`src/rtl/exc_ctrl_pkg.sv`:
```
package exc_ctrl_pkg;

    localparam int DATA_W        = 32;
    localparam int PRIO_W        = 8;
    localparam int PRIO_PER_REG  = DATA_W / PRIO_W;
    localparam int NUM_PRIO_REGS = 3;
    localparam int PRIO_FLAT_W   = NUM_PRIO_REGS * PRIO_PER_REG * PRIO_W;
    localparam int NUM_EXC       = 16;

    localparam logic [11:0] OFS_ICS   = 12'hD04;
    localparam logic [11:0] OFS_VTOR  = 12'hD08;
    localparam logic [11:0] OFS_RSTC  = 12'hD0C;
    localparam logic [11:0] OFS_PRIO0 = 12'hD18;
    localparam logic [11:0] OFS_HCS   = 12'hD24;

    localparam logic [15:0] RST_KEY   = 16'h05FA;
    localparam logic [31:0] RSTC_RDVAL = 32'hFA05_0000;
    localparam int          VTOR_LSB  = 7;

    // exception numbers
    localparam int EXC_NMI  = 2;
    localparam int EXC_MEM  = 4;
    localparam int EXC_BUS  = 5;
    localparam int EXC_USE  = 6;
    localparam int EXC_SVC  = 11;
    localparam int EXC_DBG  = 12;
    localparam int EXC_PSV  = 14;
    localparam int EXC_TICK = 15;

    typedef enum logic [2:0] {
        SEL_NONE, SEL_ICS, SEL_VTOR, SEL_RSTC, SEL_PRIO, SEL_HCS
    } reg_sel_e;

    typedef struct packed {
        reg_sel_e   sel;
        logic [1:0] prio_idx;
    } dec_t;

    typedef struct packed {
        logic tick_clr;
        logic tick_set;
        logic psv_clr;
        logic psv_set;
        logic nmi_set;
    } pend_cmd_t;

    // set beats clear within one write
    function automatic pend_cmd_t decode_pend_word(input logic [DATA_W-1:0] w);
        pend_cmd_t c;
        c.nmi_set  = w[31];
        c.psv_set  = w[28];
        c.psv_clr  = w[27] & ~w[28];
        c.tick_set = w[26];
        c.tick_clr = w[25] & ~w[26];
        return c;
    endfunction

    function automatic logic key_ok(input logic [DATA_W-1:0] w);
        return (w[31:16] == RST_KEY) && (w[2] || w[0]);
    endfunction

endpackage

```
`src/rtl/exc_addr_dec.sv`:
```
module exc_addr_dec
    import exc_ctrl_pkg::*;
#(
    parameter int ADDR_W = 12
) (
    input  logic [ADDR_W-1:0] addr,
    output dec_t              dec
);
    always_comb begin
        dec = '{sel: SEL_NONE, prio_idx: 2'd0};
        if (addr == ADDR_W'(OFS_ICS))  dec.sel = SEL_ICS;
        if (addr == ADDR_W'(OFS_VTOR)) dec.sel = SEL_VTOR;
        if (addr == ADDR_W'(OFS_RSTC)) dec.sel = SEL_RSTC;
        if (addr == ADDR_W'(OFS_HCS))  dec.sel = SEL_HCS;
        for (int i = 0; i < NUM_PRIO_REGS; i++) begin
            if (addr == ADDR_W'(OFS_PRIO0 + 12'(4 * i))) begin
                dec.sel      = SEL_PRIO;
                dec.prio_idx = 2'(i);
            end
        end
    end
endmodule

```
`src/rtl/exc_prio_bank.sv`:
```
module exc_prio_bank
    import exc_ctrl_pkg::*;
(
    input  logic                   clk,
    input  logic                   rst,
    input  logic                   wr_en,
    input  logic [1:0]             idx,
    input  logic [DATA_W-1:0]      wdata,
    output logic [DATA_W-1:0]      rd_word,
    output logic [PRIO_FLAT_W-1:0] prio_flat
);
    logic [DATA_W-1:0] word_q [NUM_PRIO_REGS];

    for (genvar g = 0; g < NUM_PRIO_REGS; g++) begin : g_reg
        always_ff @(posedge clk) begin
            if (rst)
                word_q[g] <= '0;
            else if (wr_en && idx == 2'(g))
                word_q[g] <= wdata;
        end
        assign prio_flat[g*DATA_W +: DATA_W] = word_q[g];
    end

    always_comb begin
        rd_word = '0;
        for (int i = 0; i < NUM_PRIO_REGS; i++)
            if (idx == 2'(i)) rd_word = word_q[i];
    end
endmodule

```
`src/rtl/exc_status_pack.sv`:
```
module exc_status_pack
    import exc_ctrl_pkg::*;
#(
    parameter int VEC_W = 9
) (
    input  logic [VEC_W-1:0]   act_vec,
    input  logic               act_nested,
    input  logic [VEC_W-1:0]   pend_vec,
    input  logic               ext_pend,
    input  logic [NUM_EXC-1:0] exc_pend,
    input  logic [NUM_EXC-1:0] exc_active,
    input  logic [2:0]         fault_en,
    output logic [DATA_W-1:0]  ics_word,
    output logic [DATA_W-1:0]  hcs_word
);
    localparam int PEND_LSB = 12;

    always_comb begin
        ics_word                   = '0;
        ics_word[VEC_W-1:0]        = act_vec;
        ics_word[11]               = (act_vec == '0) || !act_nested;
        ics_word[PEND_LSB +: VEC_W] = pend_vec;
        ics_word[22]               = ext_pend;
        ics_word[26]               = exc_pend[EXC_TICK];
        ics_word[28]               = exc_pend[EXC_PSV];
        ics_word[31]               = exc_pend[EXC_NMI];
    end

    always_comb begin
        hcs_word        = '0;
        hcs_word[0]     = exc_active[EXC_MEM];
        hcs_word[1]     = exc_active[EXC_BUS];
        hcs_word[3]     = exc_active[EXC_USE];
        hcs_word[7]     = exc_active[EXC_SVC];
        hcs_word[8]     = exc_active[EXC_DBG];
        hcs_word[10]    = exc_active[EXC_PSV];
        hcs_word[11]    = exc_active[EXC_TICK];
        hcs_word[12]    = exc_pend[EXC_USE];
        hcs_word[13]    = exc_pend[EXC_MEM];
        hcs_word[14]    = exc_pend[EXC_BUS];
        hcs_word[15]    = exc_pend[EXC_SVC];
        hcs_word[18:16] = fault_en;
    end
endmodule

```
`src/rtl/exc_ctrl_regs.sv`:
```
module exc_ctrl_regs
    import exc_ctrl_pkg::*;
#(
    parameter int ADDR_W = 12,
    parameter int VEC_W  = 9
) (
    input  logic                   clk,
    input  logic                   rst,
    input  logic                   req,
    input  logic                   we,
    input  logic [ADDR_W-1:0]      addr,
    input  logic [31:0]            wdata,
    output logic [31:0]            rd_data,
    output logic                   rd_err,
    input  logic [VEC_W-1:0]       act_vec,
    input  logic                   act_nested,
    input  logic [VEC_W-1:0]       pend_vec,
    input  logic                   ext_pend,
    input  logic [15:0]            exc_pend,
    input  logic [15:0]            exc_active,
    output logic [2:0]             pend_set,
    output logic [1:0]             pend_clr,
    output logic                   sys_reset_req,
    output logic [31:0]            vec_base,
    output logic [PRIO_FLAT_W-1:0] sys_prio,
    output logic [2:0]             fault_en
);
    dec_t              dec;
    pend_cmd_t         cmd_q;
    logic [31:0]       vbase_q, rd_q, prio_rd, ics_word, hcs_word, rd_mux;
    logic [2:0]        en_q;
    logic              rst_req_q, err_q;
    logic              wr;

    assign wr = req && we;

    exc_addr_dec #(.ADDR_W(ADDR_W)) u_dec (.addr(addr), .dec(dec));

    exc_prio_bank u_prio (
        .clk(clk), .rst(rst),
        .wr_en(wr && dec.sel == SEL_PRIO),
        .idx(dec.prio_idx), .wdata(wdata),
        .rd_word(prio_rd), .prio_flat(sys_prio)
    );

    exc_status_pack #(.VEC_W(VEC_W)) u_stat (
        .act_vec(act_vec), .act_nested(act_nested), .pend_vec(pend_vec),
        .ext_pend(ext_pend), .exc_pend(exc_pend), .exc_active(exc_active),
        .fault_en(en_q), .ics_word(ics_word), .hcs_word(hcs_word)
    );

    always_comb begin
        unique case (dec.sel)
            SEL_ICS:  rd_mux = ics_word;
            SEL_VTOR: rd_mux = vbase_q;
            SEL_RSTC: rd_mux = RSTC_RDVAL;
            SEL_PRIO: rd_mux = prio_rd;
            SEL_HCS:  rd_mux = hcs_word;
            default:  rd_mux = '0;
        endcase
    end

    always_ff @(posedge clk) begin
        if (rst) begin
            cmd_q     <= '0;
            vbase_q   <= '0;
            en_q      <= '0;
            rst_req_q <= 1'b0;
            err_q     <= 1'b0;
            rd_q      <= '0;
        end else begin
            cmd_q     <= '0;
            rst_req_q <= 1'b0;
            err_q     <= req && dec.sel == SEL_NONE;
            rd_q      <= (req && !we) ? rd_mux : '0;
            if (wr) begin
                case (dec.sel)
                    SEL_ICS:  cmd_q   <= decode_pend_word(wdata);
                    SEL_VTOR: vbase_q <= {wdata[31:VTOR_LSB], VTOR_LSB'(0)};
                    SEL_RSTC: rst_req_q <= key_ok(wdata);
                    SEL_HCS:  en_q    <= wdata[18:16];
                    default:  ;
                endcase
            end
        end
    end

    assign pend_set      = {cmd_q.tick_set, cmd_q.psv_set, cmd_q.nmi_set};
    assign pend_clr      = {cmd_q.tick_clr, cmd_q.psv_clr};
    assign sys_reset_req = rst_req_q;
    assign vec_base      = vbase_q;
    assign fault_en      = en_q;
    assign rd_data       = rd_q;
    assign rd_err        = err_q;
endmodule

```
`config.mk`:
```
export PLATFORM = sky130hd
export DESIGN_NAME = exc_ctrl_regs
export DESIGN_NICKNAME = d
export VERILOG_FILES = /design/src/rtl/exc_ctrl_pkg.sv /design/src/rtl/exc_addr_dec.sv /design/src/rtl/exc_prio_bank.sv /design/src/rtl/exc_status_pack.sv /design/src/rtl/exc_ctrl_regs.sv
export SDC_FILE = /design/constraint.sdc
export NUM_CORES = 1
export LEC_CHECK = 0
export BUFFER_PORTS_ARGS = -buffer_cell sky130_fd_sc_hd__buf_2
export CAP_MARGIN = 10
export CORE_MARGIN = 2
export CORE_UTILIZATION = 49
export DETAILED_ROUTE_END_ITERATION = 8
export GPL_TIMING_DRIVEN = 1
export PLACE_DENSITY = 0.81
export SLEW_MARGIN = 20
export SYNTH_ARGS = -nofsm -noshare
export SYNTH_HDL_FRONTEND = slang
export SYNTH_SLANG_ARGS = --single-unit
```
`constraint.sdc`:
```
create_clock -name clk -period 3.7 [get_ports clk]
set_clock_uncertainty 0.1 [all_clocks]
set_input_delay 0.185 -clock clk [delete_from_list [all_inputs] [get_ports clk]]
set_output_delay 0.185 -clock clk [all_outputs]
set_load 0.01 [all_outputs]
```
==> flow_summary.toml, run 1 <==
[timing]
slew_viol_final = 0
finalSetupViolations = 0
setup_tns_ns = 0
fmax_mhz = 380.8
hold_violations = 0
worstMarginPinSlew_ns = 0.9336
final.period_utilization_pct = 70.97
fin_ws_ns = 1.074
fin_crit_ns = 2.626
rsz0062_at_grt = "no"
relSlewSlack_pct = 37.19

[global_routing]
antenna_found_initial = 0
overflow = 0
grt_pass1_vias = 6229
grt_use_total_pct = 31.38
grt_pass1_wl_um = 34340
grt_start_max_net_pins = 34

[critical_path]
cp_data_required_time_ns = 3.98
crit_path_max_fanout = 12
critical_path.slowest_cell = "nor3_2"
crit_path_frequent_cell = "buf_4"
cp.arrival_ns = 2.91
critPathKind = "in2reg"
start_kind = "input port"
crit_chain = "buf_2 > nor3b_2 > buf_4 > nand3_2 > nor3_2 > buf_4 > nand2_1 > a31oi_1 > dlygate4sd3_1"
slowest_delay_ns = 0.68
cp-end-kind = "register"

[cts]
path_clk_slew_ns = 0.07
cts_tree = "built"
clk_latency_ns = 0.44
cts_root_buf = "clkbuf_16"
clockBufferDepth = 2
post_cts_buffers = 0
h-tree-depth = 4
cts_made_buffers = 17
clock_sinks = 163

[detailed_routing]
vias_per_cell = 5.742
vias = 6310
drc = 0
wl_per_cell_um = 21.62
first_pass_iters = 7
drt-initial-drc-count = 644
wirelength_um = 23760
ant_nets = 0

[synthesis]
synth-edff-count = 96
syn_avg_cell_area_sq_um = 11.53
synth-seq-cells = 163
ys.flop_type = "edfxtp_1"
async_reset_ff_share_pct = 0
synth_area_leaders = "edfxtp_1 42%, dfxtp_1 19%, and2_1 9.1%"
syn_area_sq_um = 6907
synth_top_area_share_pct = 41.74
seq_area_frac_synth_pct = 61.16
ys_types = 59
yosysWarnings = 0
syn_inst = 599
yosysTopAreaCell = "edfxtp_1"

[cells_and_area]
layout_common_cells = "244 x buf_2, 101 x and2_1, 96 x edfxtp_1, 78 x nand2_1, 67 x dfxtp_1"
syn_to_final_growth_pct = 37.95
final_nets = 1006
final_common_cell = "buf_2"
drive_gt1_share_pct = 35.36
antenna_cells = 0
layoutNonFillerInstCount = 1099

[pwr]
switching_share_pct = 24.24
power.internal_w = 0.003068
power_frac_seq_pct = 49.4
vdd_drop_max_uv = 341.9
clkPwrFrac_pct = 43.0
power_w = 0.004050
p_switching_w = 0.0009816
powerDensity_nw_per_um2 = 425.0
pwr-share-comb_pct = 7.6
leakage_nw = 3.886

[floorplanning]
dieArea_sq_um = 15060
ioPinCount = 270
coreArea_sq_um = 13830
rows = 43
die_w_um = 122.7
die_y_um = 122.7
initial_core_util_pct = 49.95

[placed_design]
gp_congestion = 0.8139
dp_cells = 1009
port-buffer-count = 244
dp_hpwl_um = 15420
post-place-ws_ns = 0.9479

[run]
max_cap_violations = 0

[run_status]
outcome = "finished clean"

[min_path]
hp-class = "in2reg"
-- power by group through the flow --
stage	Combinational (W)	Clock (W)	Sequential, W
after floorplan	0.0000759	0	0.00207
after global placement	0.000253	0	0.00204
after detailed placement	0.000256	0	0.00204
after CTS	0.000302	0.00175	0.00200
after global routing	0.000328	0.00182	0.00201
final	0.000307	0.00174	0.00200
-- critical path: cells and delay by family --
family / cells / cell delay [ns]
buf+inv: 4 / 1.35
compound gates: 1 / 0.17
simple gates: 4 / 1.19
-- through the flow --
| step | instance area, sq um | util [%] | hold WS (ns) |
|---|---|---|---|
| floorplan | 6929 | - | 0.2067 |
| global placement | 8367 | 60.51 | 0.3443 |
| detailed placement | 8367 | 60.51 | 0.3452 |
| CTS | 9528 | 68.91 | 0.006819 |
| global route | 9528 | 68.91 | 0.04384 |
| finish | 9528 | 68.91 | 0.02060 |
-- path summary, 6_finish.rpt --
check                                startpoint                   endpoint  slack (ns)  cells past startpoint
max                                     addr[2]      rd_data[1]$_SDFF_PP0_        1.07                      9
min                                 exc_pend[5]     rd_data[14]$_SDFF_PP0_        0.02                      3
max reg2reg  u_prio.word_q[0][12]$_SDFFCE_PN0P_     rd_data[12]$_SDFF_PP0_        2.00                      4
min reg2reg           vec_base[18]$_SDFFE_PP0P_  vec_base[18]$_SDFFE_PP0P_        0.38                      2
-- Yosys cell counts (2+ instances only) --
| library cell | number |
|---|---|
| nor4_1 | 4 |
| a2bb2oi_1 | 2 |
| buf_2 | 11 |
| nand2_2 | 2 |
| buf_6 | 4 |
| nor3b_2 | 2 |
| nor4_2 | 2 |
| nand4_1 | 3 |
| a21oi_1 | 46 |
| a22oi_1 | 24 |
| or3_1 | 3 |
| and2_1 | 101 |
| a32oi_1 | 2 |
| nor2_1 | 20 |
| and3b_1 | 2 |
| a41oi_1 | 2 |
| edfxtp_1 | 96 |
| nand2_1 | 78 |
| a222oi_1 | 13 |
| nand2b_1 | 2 |
| o21ai_0 | 6 |
| nor2b_1 | 2 |
| a31oi_1 | 12 |
| nand3_1 | 7 |
| buf_4 | 11 |
| mux2_2 | 5 |
| nor3_2 | 3 |
| a221oi_1 | 2 |
| a22o_1 | 8 |
| nor3_1 | 6 |
| clkbuf_1 | 16 |
| dfxtp_1 | 67 |
| mux2i_1 | 9 |
-- cells by family (layout without fill, tap and decap cells) --
family / Yosys count / count (layout) / synth area share [%]
buffers and inverters: 44 / 358 / 3.623
muxes: 14 / 14 / 2.120
DFF: 163 / 163 / 61.16
AOI/OAI and AO/OA: 125 / 125 / 12.54
xor gates and xnor gates: 1 / 1 / 0.1268
and+or+nand+nor: 251 / 251 / 20.38
other: 1 / 7 / 0.05430
-- per-layer routing --
layer	routed length, um	vias to the layer above	global-route usage, %
met5	0	-	0
met4	558	0	11.06
met3	2838	54	10.22
met2	11750	457	54.01
met1	8609	3003	36.65
li1	-	2796	-
-- sequential cells by signal, indices dropped and copies added (netlist names) --
register and cells:
vec_base 25, sys_reset_req 1, pend_clr 2, pend_set 3, rd_err 1, rd_data 32
u_prio.word_q 96, fault_en 3
-- area by class of cell --
class	instances	area [sq um]
multi-input cells	398	2495
clock inverters	14	141.4
flip-flops and latches	163	4224
clock buffers	18	439.2
inverters	1	3.754
well taps	180	225.2
repair buffers	325	1999
fillers	1000	4299
-- repair_timing --
action                                  CTS  global route
hold buffers                             58             0
hold endpoints to repair                126             0
endpoints found under the setup margin    0             0
gates resized for setup                   0             0
(Power assumes the default switching activity.)
==> inputs of run 2 (changes only) <==
--- a/config.mk
+++ b/config.mk
@@ -5,6 +5,7 @@
 export SDC_FILE = /design/constraint.sdc
 export NUM_CORES = 1
 export LEC_CHECK = 0
+export ABC_AREA = 1
 export BUFFER_PORTS_ARGS = -buffer_cell sky130_fd_sc_hd__buf_2
 export CAP_MARGIN = 10
 export CORE_MARGIN = 2
==> constraint.sdc (replaced) <==
create_clock -name clk -period 2.7 [get_ports clk]
set_clock_uncertainty 0.1 [all_clocks]
set_input_delay 0.135 -clock clk [delete_from_list [all_inputs] [get_ports clk]]
set_output_delay 0.135 -clock clk [all_outputs]
set_load 0.01 [all_outputs]
==> flow_summary.toml, run 2 <==
[detailed_routing]
wirelength_um = 24350
drc = 0
wl_met2_um = 11480
top_layer_used = "met4"
drt-initial-drc-count = 584
vias = 7210
met3_wirelength_um = 2466
vias_per_cell = 5.389
wl_per_cell_um = 18.20
drt-met1-wl_um = 9213
first_pass_iters = 5
ant_nets = 0

[cts]
h-tree-depth = 4
clk_latency_ns = 0.44
cts_made_buffers = 17
cts_tree = "built"
cts_root_buf = "clkbuf_16"
path_clk_slew_ns = 0.06
cts-resized-gates = 0
clockBufferDepth = 2
clock_sinks = 163

[cells_and_area]
n_fill_cell = 1047
syn_to_final_growth_pct = 38.48
top_register = "u_prio.word_q"
final_nets = 1241
fin_util_pct = 68.91
final_common_cell = "buf_2"
layoutNonFillerInstCount = 1338
largest_reg_flops = 96
antenna_cells = 0
seqCellArea_sq_um = 4224
multi_input_area_sq_um = 2451
drive_gt1_share_pct = 28.77
layout_common_cells = "244 x buf_2, 189 x nand2_1, 167 x nor2_1, 96 x edfxtp_1, 77 x inv_1"

[timing]
fin_crit_ns = 2.305
worstMarginPinSlew_ns = 0.5947
hold_violations = 0
final.period_utilization_pct = 85.36
fin_ws_ns = 0.3953
slew_viol_final = 0
relSlewSlack_pct = 60.24
setup_tns_ns = 0
finalSetupViolations = 0
fmax_mhz = 433.9
rsz0062_at_grt = "no"

[floorplanning]
rows = 44
die_y_um = 124.8
die_w_um = 124.8
coreArea_sq_um = 14370
ioPinCount = 270
dieArea_sq_um = 15580
initial_core_util_pct = 49.76

[critical_path]
cp.arrival_ns = 2.58
cp_data_required_time_ns = 2.98
critical_path.slowest_cell = "dlygate4sd3_1"
slowest_delay_ns = 0.58
crit_path_max_fanout = 7
critPathKind = "in2reg"
cp-end-kind = "register"
path_delay_family = "simple AND/OR/NAND/NOR gates"
crit_chain = "buf_2 > inv_1 > nand2_1 > nor2_1 > nand3_1 > nand2_4 > buf_4 > nor2_4 > nand3_2 > inv_2 > nand2_2 > nor3_2 > dlygate4sd3_1"
cp-startpoint = "addr[0]"
cp.buffers_inverters = 5
start_kind = "input port"
regToRegStartpoint = "u_prio.word_q[0][0]$_SDFFCE_PN0P_"

[min_path]
min_from = "exc_active[5]"
hp-class = "in2reg"

[global_routing]
grt_pass1_vias = 7122
grt_start_max_net_pins = 47
overflow = 0
antenna_found_initial = 0
grt_pass1_wl_um = 37350
grt_use_total_pct = 31.31

[pwr]
powerDensity_nw_per_um2 = 550.0
leakage_nw = 4.737
power_w = 0.005446
vdd_drop_max_uv = 363.8

[synthesis]
yosysTopAreaCell = "edfxtp_1"
synth_top_area_share_pct = 40.31
syn_avg_cell_area_sq_um = 8.752
seq_area_frac_synth_pct = 59.07
syn_area_sq_um = 7151
ys_types = 29
synth_area_leaders = "edfxtp_1 40%, dfxtp_1 19%, nand2_1 9.9%"
yosysWarnings = 0
synth-seq-cells = 163
synth-edff-count = 96
async_reset_ff_share_pct = 0
ys.flop_type = "edfxtp_1"
yosysMostFrequentCell = "nand2_1"
syn_inst = 817
netlist_top_cells_count = "189 x nand2_1, 168 x nor2_1, 96 x edfxtp_1"

[run]
max_cap_violations = 0

[placed_design]
post-place-ws_ns = 0.2777
dp_cells = 1238
port-buffer-count = 244
gp_congestion = 0.8973
dp_hpwl_um = 16100

[run_status]
outcome = "finished clean"
-- run 2: cell types whose count changed after synthesis, moves of 13 or more --
cell and change:
a22oi_1 -24, a222oi_1 -13, and2_1 -101, a21oi_1 -28, nand2_1 +111, nor2_1 +148, inv_1 +76, a211oi_1 +25
nand3_1 +69
-- run 2: layout make-up --
type,instances,share of cell area (%)
clock inverter,13,1.099
sequential,163,42.66
tap,184,2.325
multi-input combinational,534,24.75
timing repair buffer,337,21.35
inverter,88,3.336
clock buffer,19,4.473
-- run 2: tightest hold or removal path, delay by kind of cell --
kind                   cells  cell delay, ns
buffers and inverters      1            0.09
AOI/OAI and AO/OA          2            0.21
and+or+nand+nor            1            0.09
-- run 2: kinds of logic (layout without fill, tap and decap cells) --
family	count (synthesis)	count (layout)	synth area share, %
buf+inv	126	457	7.542
simple gates	465	465	27.70
other cells	1	7	0.05244
flops	163	163	59.07
compound gates	62	62	5.634
-- run 2: routing by layer --
layer  vias up  global-route usage (%)
li1       3301                       -
met1      3323                   39.28
met2       485                   50.53
met3       101                   7.474
met4         0                   16.19
met5         -                       0
-- run 2: worst paths after layout --
path	end	slack (ns)	depth (start not counted)
setup / recovery	pend_clr[0]$_SDFF_PP0_	0.40	13
hold / removal	rd_data[1]$_SDFF_PP0_	0.03	4
setup reg to reg	rd_data[0]$_SDFF_PP0_	1.05	7
hold reg to reg	rd_data[23]$_SDFF_PP0_	0.40	2
-- run 2: what timing repair did --
action,CTS,global route
hold buffers,68,0
setup buffers,0,0
endpoints found under the hold margin,121,0
-- run 2: power breakdown --
part / internal [W] / total (W) / switching, W
clock: 0.00129 / 0.00228 / 0.000996
combinational: 0.000178 / 0.000416 / 0.000238
sequential: 0.00270 / 0.00275 / 0.0000453
-- run 2: stage by stage --
stage	hold WS (ns)	instance area, sq um
after CTS	0.003088	9902
after detailed placement	0.2404	8670
final	0.02875	9902
after global placement	0.2342	8670
after global routing	0.03773	9902
after floorplan	0.1059	7173
